`src/rtl/vmode_pkg.sv`:
```
package vmode_pkg;
  localparam int VM_FW = 16;
  localparam int VM_FSEL_W = 3;

  typedef struct packed {
    logic [VM_FW-1:0] width;
    logic [VM_FW-1:0] height;
    logic [VM_FW-1:0] line_len;
    logic [VM_FW-1:0] frame_len;
  } mode_cfg_t;

  typedef enum logic [VM_FSEL_W-1:0] {
    F_WIDTH  = 3'd0,
    F_HEIGHT = 3'd1,
    F_LINE   = 3'd2,
    F_FRAME  = 3'd3,
    F_VALID  = 3'd4
  } fsel_e;

  localparam logic [VM_FSEL_W-1:0] G_BANK   = 3'd0;
  localparam logic [VM_FSEL_W-1:0] G_STATUS = 3'd1;
endpackage

```
`src/rtl/vmode_regs.sv`:
```
module vmode_regs
  import vmode_pkg::*;
#(
  parameter int N_MODES = 8,
  parameter bit BANKED  = 1'b1,
  localparam int IDX_W  = $clog2(N_MODES)
) (
  input  logic                 clk_i,
  input  logic                 rst_ni,
  input  logic                 we_i,
  input  logic                 glob_i,
  input  logic [IDX_W-1:0]     idx_i,
  input  logic [VM_FSEL_W-1:0] fsel_i,
  input  logic [VM_FW-1:0]     wdata_i,
  output mode_cfg_t            cfg_o [N_MODES],
  output logic [N_MODES-1:0]   vld_o,
  output logic [IDX_W-1:0]     bank_o
);
  logic [IDX_W-1:0] tgt;

  generate
    if (BANKED) begin : g_bank
      assign tgt = bank_o;
    end else begin : g_flat
      assign tgt = idx_i;
    end
  endgenerate

  always_ff @(posedge clk_i or negedge rst_ni) begin
    if (!rst_ni) bank_o <= '0;
    else if (we_i && glob_i && fsel_i == G_BANK) bank_o <= wdata_i[IDX_W-1:0];
  end

  for (genvar e = 0; e < N_MODES; e++) begin : g_ent
    logic hit;
    assign hit = we_i && !glob_i && (tgt == IDX_W'(e));
    always_ff @(posedge clk_i or negedge rst_ni) begin
      if (!rst_ni) begin
        cfg_o[e] <= '0;
        vld_o[e] <= 1'b0;
      end else if (hit) begin
        case (fsel_i)
          F_WIDTH:  cfg_o[e].width     <= wdata_i;
          F_HEIGHT: cfg_o[e].height    <= wdata_i;
          F_LINE:   cfg_o[e].line_len  <= wdata_i;
          F_FRAME:  cfg_o[e].frame_len <= wdata_i;
          F_VALID:  vld_o[e]           <= wdata_i[0];
          default:  ;
        endcase
      end
    end
  end
endmodule

```
`src/rtl/vmode_prio.sv`:
```
module vmode_prio
  import vmode_pkg::*;
#(
  parameter int N_MODES = 8,
  localparam int IDX_W  = $clog2(N_MODES)
) (
  input  mode_cfg_t          cfg_i [N_MODES],
  input  logic [N_MODES-1:0] vld_i,
  input  logic [VM_FW-1:0]   width_i,
  input  logic [VM_FW-1:0]   height_i,
  output logic               hit_o,
  output logic [IDX_W-1:0]   idx_o
);
  logic [N_MODES-1:0] match;

  for (genvar e = 0; e < N_MODES; e++) begin : g_cmp
    assign match[e] = vld_i[e] && cfg_i[e].width == width_i
                      && cfg_i[e].height == height_i;
  end

  // scan high to low so the lowest match is the last written
  always_comb begin
    hit_o = 1'b0;
    idx_o = '0;
    for (int i = N_MODES - 1; i >= 0; i--) begin
      if (match[i]) begin
        hit_o = 1'b1;
        idx_o = IDX_W'(i);
      end
    end
  end
endmodule

```
`src/rtl/vmode_sel.sv`:
```
module vmode_sel
  import vmode_pkg::*;
#(
  parameter int N_MODES = 8,
  localparam int IDX_W  = $clog2(N_MODES)
) (
  input  logic               clk_i,
  input  logic               rst_ni,
  input  logic               req_i,
  input  logic               hit_i,
  input  logic [IDX_W-1:0]   hit_idx_i,
  input  logic               sof_i,
  input  mode_cfg_t          cfg_i [N_MODES],
  input  logic [N_MODES-1:0] vld_i,
  output logic [IDX_W-1:0]   sel_o,
  output logic               no_match_o,
  output logic               upd_o,
  output logic               have_sel_o,
  output mode_cfg_t          shadow_o
);
  always_ff @(posedge clk_i or negedge rst_ni) begin
    if (!rst_ni) begin
      sel_o      <= '0;
      no_match_o <= 1'b0;
      upd_o      <= 1'b0;
      have_sel_o <= 1'b0;
    end else begin
      upd_o <= 1'b0;
      if (req_i) begin
        if (hit_i) begin
          sel_o      <= hit_idx_i;
          no_match_o <= 1'b0;
          have_sel_o <= 1'b1;
          upd_o      <= !have_sel_o || (hit_idx_i != sel_o);
        end else begin
          no_match_o <= 1'b1;
        end
      end
    end
  end

  always_ff @(posedge clk_i or negedge rst_ni) begin
    if (!rst_ni) shadow_o <= '0;
    else if (sof_i && vld_i[sel_o]) shadow_o <= cfg_i[sel_o];
  end
endmodule

```
`src/rtl/vmode_table.sv`:
```
module vmode_table
  import vmode_pkg::*;
#(
  parameter int N_MODES = 8,
  parameter bit BANKED  = 1'b1,
  localparam int IDX_W  = $clog2(N_MODES),
  localparam int AW     = 1 + IDX_W + VM_FSEL_W
) (
  input  logic             clk_i,
  input  logic             rst_ni,
  input  logic             host_we_i,
  input  logic [AW-1:0]    host_addr_i,
  input  logic [VM_FW-1:0] host_wdata_i,
  output logic [VM_FW-1:0] host_rdata_o,
  input  logic             req_valid_i,
  input  logic [VM_FW-1:0] req_width_i,
  input  logic [VM_FW-1:0] req_height_i,
  input  logic             sof_i,
  output logic [IDX_W-1:0] mode_idx_o,
  output logic             no_match_o,
  output logic             status_upd_o,
  output logic [VM_FW-1:0] act_width_o,
  output logic [VM_FW-1:0] act_height_o,
  output logic [VM_FW-1:0] act_line_o,
  output logic [VM_FW-1:0] act_frame_o
);
  logic                 a_glob;
  logic [IDX_W-1:0]     a_idx;
  logic [VM_FSEL_W-1:0] a_fsel;
  assign {a_glob, a_idx, a_fsel} = host_addr_i;

  mode_cfg_t          cfg [N_MODES];
  logic [N_MODES-1:0] vld;
  logic [IDX_W-1:0]   bank_q;
  logic               hit;
  logic [IDX_W-1:0]   hit_idx;
  logic               have_sel_q;
  mode_cfg_t          shadow;

  vmode_regs #(.N_MODES(N_MODES), .BANKED(BANKED)) u_regs (
    .clk_i, .rst_ni,
    .we_i(host_we_i), .glob_i(a_glob), .idx_i(a_idx), .fsel_i(a_fsel),
    .wdata_i(host_wdata_i), .cfg_o(cfg), .vld_o(vld), .bank_o(bank_q)
  );

  vmode_prio #(.N_MODES(N_MODES)) u_prio (
    .cfg_i(cfg), .vld_i(vld), .width_i(req_width_i), .height_i(req_height_i),
    .hit_o(hit), .idx_o(hit_idx)
  );

  vmode_sel #(.N_MODES(N_MODES)) u_sel (
    .clk_i, .rst_ni, .req_i(req_valid_i), .hit_i(hit), .hit_idx_i(hit_idx),
    .sof_i, .cfg_i(cfg), .vld_i(vld), .sel_o(mode_idx_o),
    .no_match_o, .upd_o(status_upd_o), .have_sel_o(have_sel_q), .shadow_o(shadow)
  );

  assign act_width_o  = shadow.width;
  assign act_height_o = shadow.height;
  assign act_line_o   = shadow.line_len;
  assign act_frame_o  = shadow.frame_len;

  always_comb begin
    host_rdata_o = '0;
    if (a_glob) begin
      case (a_fsel)
        G_BANK:   host_rdata_o = VM_FW'(bank_q);
        G_STATUS: host_rdata_o = VM_FW'({no_match_o, mode_idx_o});
        default:  ;
      endcase
    end else begin
      case (a_fsel)
        F_WIDTH:  host_rdata_o = cfg[a_idx].width;
        F_HEIGHT: host_rdata_o = cfg[a_idx].height;
        F_LINE:   host_rdata_o = cfg[a_idx].line_len;
        F_FRAME:  host_rdata_o = cfg[a_idx].frame_len;
        F_VALID:  host_rdata_o = VM_FW'(vld[a_idx]);
        default:  ;
      endcase
    end
  end
endmodule

```
`config.mk`:
```
export PLATFORM = sky130hd
export DESIGN_NAME = vmode_table
export DESIGN_NICKNAME = d
export VERILOG_FILES = /design/src/rtl/vmode_pkg.sv /design/src/rtl/vmode_regs.sv /design/src/rtl/vmode_prio.sv /design/src/rtl/vmode_sel.sv /design/src/rtl/vmode_table.sv
export SDC_FILE = /design/constraint.sdc
export NUM_CORES = 1
export LEC_CHECK = 0
export CORE_MARGIN = 2
export CORE_UTILIZATION = 35
export DETAILED_ROUTE_END_ITERATION = 7
export SETUP_SLACK_MARGIN = 0.15
export SYNTH_ARGS = -nofsm -noshare
export SYNTH_HDL_FRONTEND = slang
export SYNTH_HIERARCHICAL = 1
export SYNTH_SLANG_ARGS = --single-unit
```
`constraint.sdc`:
```
create_clock -name clk_i -period 2.32 [get_ports clk_i]
set_clock_uncertainty 0.15 [all_clocks]
set_input_delay 0.232 -clock clk_i [delete_from_list [all_inputs] [get_ports clk_i]]
set_output_delay 0.232 -clock clk_i [all_outputs]
set_load 0.1 [all_outputs]
```
==> metrics.yaml <==
cts_tree: "done"
synth_edf_count: 0
max-slew-margin-rel_pct: 56.1
cts_buffers: 71
r2r_end: "u_sel/sel_o[2]$_DFFE_PN0P_"
h-tree-depth: 3
synth_top_area_share_pct: 43.4
yosysSeqAreaShare_pct: 43.4
grt.total_usage_pct: 25.9
layout_worst_path_cycle_share_pct: 126
drv_slew: 0
fin_ws_ns: -0.606
clockPowerShare_pct: 29.3
violations: "setup timing"
dr.pass1.iters: 5
synth_seq_cells: 593
clockBufferDepth: 3
swShare_pct: 36.6
synth_ff_type: "dfrtp_1"
netlist_instances: 2362
setup_violations: 48
status: "finished, violations left"
worstMarginPinSlew_ns: 0.656
n_fill_cell: 8317
fp-row-count: 114
p_total_mw: 39.2
critPathSlowestCell: "mux4_2"
r2r-start: "u_regs/cfg_o[302]$_DFFE_PN0P_"
max_freq_mhz: 342
timing_hold_violations_final: 0
path_max_fanout: 3
max_cap_violations: 0
rsz0062_at_grt: "yes"
crit_arrival_ns: 2.54
antennaDiodeCount: 0
die_w_microns: 316
placed_cell_area_sq_mm: 0.0419
cp-endpoint: "host_rdata_o[3]"
io_pins: 145
power_frac_comb_pct: 36.6
final_area_sq_mm: 0.0470
max_stage_delay_ns: 0.45
dieHeight_microns: 316
fp.dieArea_sq_mm: 0.100
fin_tns_setup_ns: -11.81
ys_types: 60
finalNetCount: 3143
p_leak_nw: 21.7
port_buffers: 144
grt-ovfl-total: 0
antenna_left: 0
grt_pass1_wl_microns: 188000
vias: 24580
place_congestion: 0.982
synth_common_cells: "mux2_2 (602), dfrtp_1 (593), mux4_2 (231), xnor2_1 (152), mux2i_1 (108)"
crit_start: "u_regs/cfg_o[371]$_DFFE_PN0P_"
power.internal_mw: 24.9
required_ns: 1.94
antenna_found_initial: 3
drt_iter0_drc: 2219
cp_cell_sequence: "buf_4 > mux4_2 > mux2_4 > nand2_2 > nand4_1 > a32o_2 > buf_12"
clockRootBuffer: "clkbuf_16"
syn_area_sq_mm: 0.0342
synth.most_common_cell: "mux2_2"
seqPwrFrac_pct: 34.2
cellPowerDensity_mw_per_mm2: 836
hp-class: "input pin to async pin"
critPathLaunchType: "flip-flop"
wl_per_cell_microns: 29.4
core_sq_mm: 0.0967
vdd_drop_max_mv: 0.750
syn_area_per_cell_sq_um: 14.5
ys_warn_count: 6
initial_core_util_pct: 35.3
clk_latency_ns: 0.64
grt.met1_usage_pct: 35.4
hpwl_microns: 91100
routed_wl_microns: 130000
synth_fp_nets: 2422
cts_sinks: 593
async_flop_share_pct: 100
drc: 0
p_sw_mw: 14.4
first_global_vias: 26147
syn2layout_area_growth_pct: 37.4
layout-drive-gt1-share_pct: 62.1
top_usage_layer: "met2"
end_kind: "output port"
worstSetupPathType: "flip-flop to output port"
synth_area_leaders: "dfrtp_1 (43%), mux2_2 (20%), mux4_2 (15%)"
reg2reg_depth: 12
clk_pin_slew_ns: 0.06
met3_usage_pct: 4.01
yosysTopAreaCell: "dfrtp_1"
use_met2_pct: 42.5
rrSetupSlack_ns: -0.54
via_per_inst: 5.57
post-route-min-period_ns: 2.93
grt_max_degree: 80
==> area by class of cell <==
class                           count  area (sq um)  area share (%)
Clock inverter                     22           278           0.592
Sequential cell                   593         14900            31.7
Tap cell                         1276          1600            3.40
Clock buffer                      105          2090            4.45
Multi-Input combinational cell   1542         19100            40.8
Inverter                            4          15.0          0.0320
Timing Repair Buffer              871          8980            19.1
==> registers in the layout, summed over array words and instances, names as in the netlist <==
signal,count
u_sel/no_match_o,1
u_sel/shadow_o,64
u_regs/vld_o,8
u_sel/sel_o,3
u_regs/cfg_o,512
u_sel/upd_o,1
u_sel/have_sel_o,1
u_regs/bank_o,3
==> worst max-delay path: cells and delay by family, from the launching register on <==
family | cells | cell delay (ns)
AO/OA/AOI/OAI | 1 | 0.28
buffers and inverters | 2 | 0.31
flip-flops | 1 | 0.38
multiplexers | 2 | 0.76
AND/OR/NAND/NOR | 2 | 0.18
==> power by group through the flow <==
| stage | clock, mW | combinational, mW | sequential, mW |
|---|---|---|---|
| after global routing | 12.1 | 14.8 | 13.6 |
| after detailed placement | 0 | 13.3 | 13.6 |
| after global placement | 0 | 13.1 | 13.5 |
| after floorplan | 0 | 4.85 | 17.2 |
| final | 11.5 | 14.3 | 13.4 |
| after CTS | 11.7 | 14.1 | 13.4 |
==> worst min-delay path by stage <==
stage / start / endpoint / slack [ns]
floorplan: rst_ni / u_regs/bank_o[0]$_DFFE_PN0P_ / -0.21
global placement: rst_ni / u_sel/shadow_o[44]$_DFFE_PN0P_ / 0.03
detailed placement: rst_ni / u_sel/shadow_o[44]$_DFFE_PN0P_ / 0.03
CTS: rst_ni / u_regs/cfg_o[219]$_DFFE_PN0P_ / 0.17
global route: rst_ni / u_sel/shadow_o[43]$_DFFE_PN0P_ / 0.21
finish: rst_ni / u_sel/shadow_o[43]$_DFFE_PN0P_ / 0.17
==> cells in the final DEF (no fill, tap or decap), drive strengths merged, types with 3 or more instances in the layout <==
cell type	n
nand2	58
a22o	4
xor2	104
nand3	24
mux2	657
nand4	43
nor3	6
clkbuf	109
and4b	3
nor4b	6
mux4	231
bufinv	4
clkinv	12
nor4bb	6
o21a	12
nor2	6
a22oi	20
inv	7
clkinvlp	3
buf	811
a21oi	11
nand2b	3
xnor2	153
nor4	32
mux2i	108
dfrtp	593
o22ai	25
and2	3
clkdlybuf4s50	53
==> metal layers <==
| metal | routed length [microns] | share of wire (%) |
|---|---|---|
| met2 | 62100 | 48 |
| met4 | 3990 | 3.1 |
| met5 | 10 | 0.0077 |
| met1 | 55500 | 43 |
| met3 | 8160 | 6.3 |
==> logic make-up (layout without fill, tap and decap cells) <==
kind of cell           after synthesis  count (layout)  synth area share, %
AO/OA/AOI/OAI                       84              84                 1.73
AND/OR/NAND/NOR                    205             205                 3.93
flip-flops                         593             593                 43.4
XOR/XNOR                           257             257                 6.61
multiplexers                       996             996                 40.5
buffers and inverters              227            1002                 3.83
==> per-stage QoR <==
step | hold slack (ns) | setup WS (ns) | utilization, % | instances
global placement | 0.0279 | -1.05 | 43.3 | 4124
detailed placement | 0.0326 | -1.12 | 43.3 | 4124
CTS | 0.174 | -0.640 | 47.8 | 4378
global route | 0.211 | -0.659 | 48.5 | 4413
floorplan | -0.214 | -0.130 | - | 2362
finish | 0.170 | -0.606 | 48.5 | 4413
==> timing repair <==
action / in CTS / in global routing
setup buffers: 114 / 29
endpoints found under the setup margin: 87 / 87
hold endpoints to repair: 563 / 0
pin swaps: 42 / 16
cloned: 11 / 6
hold buffers: 2 / 0
resized for setup: 175 / 68
(Power assumes the default switching activity.)
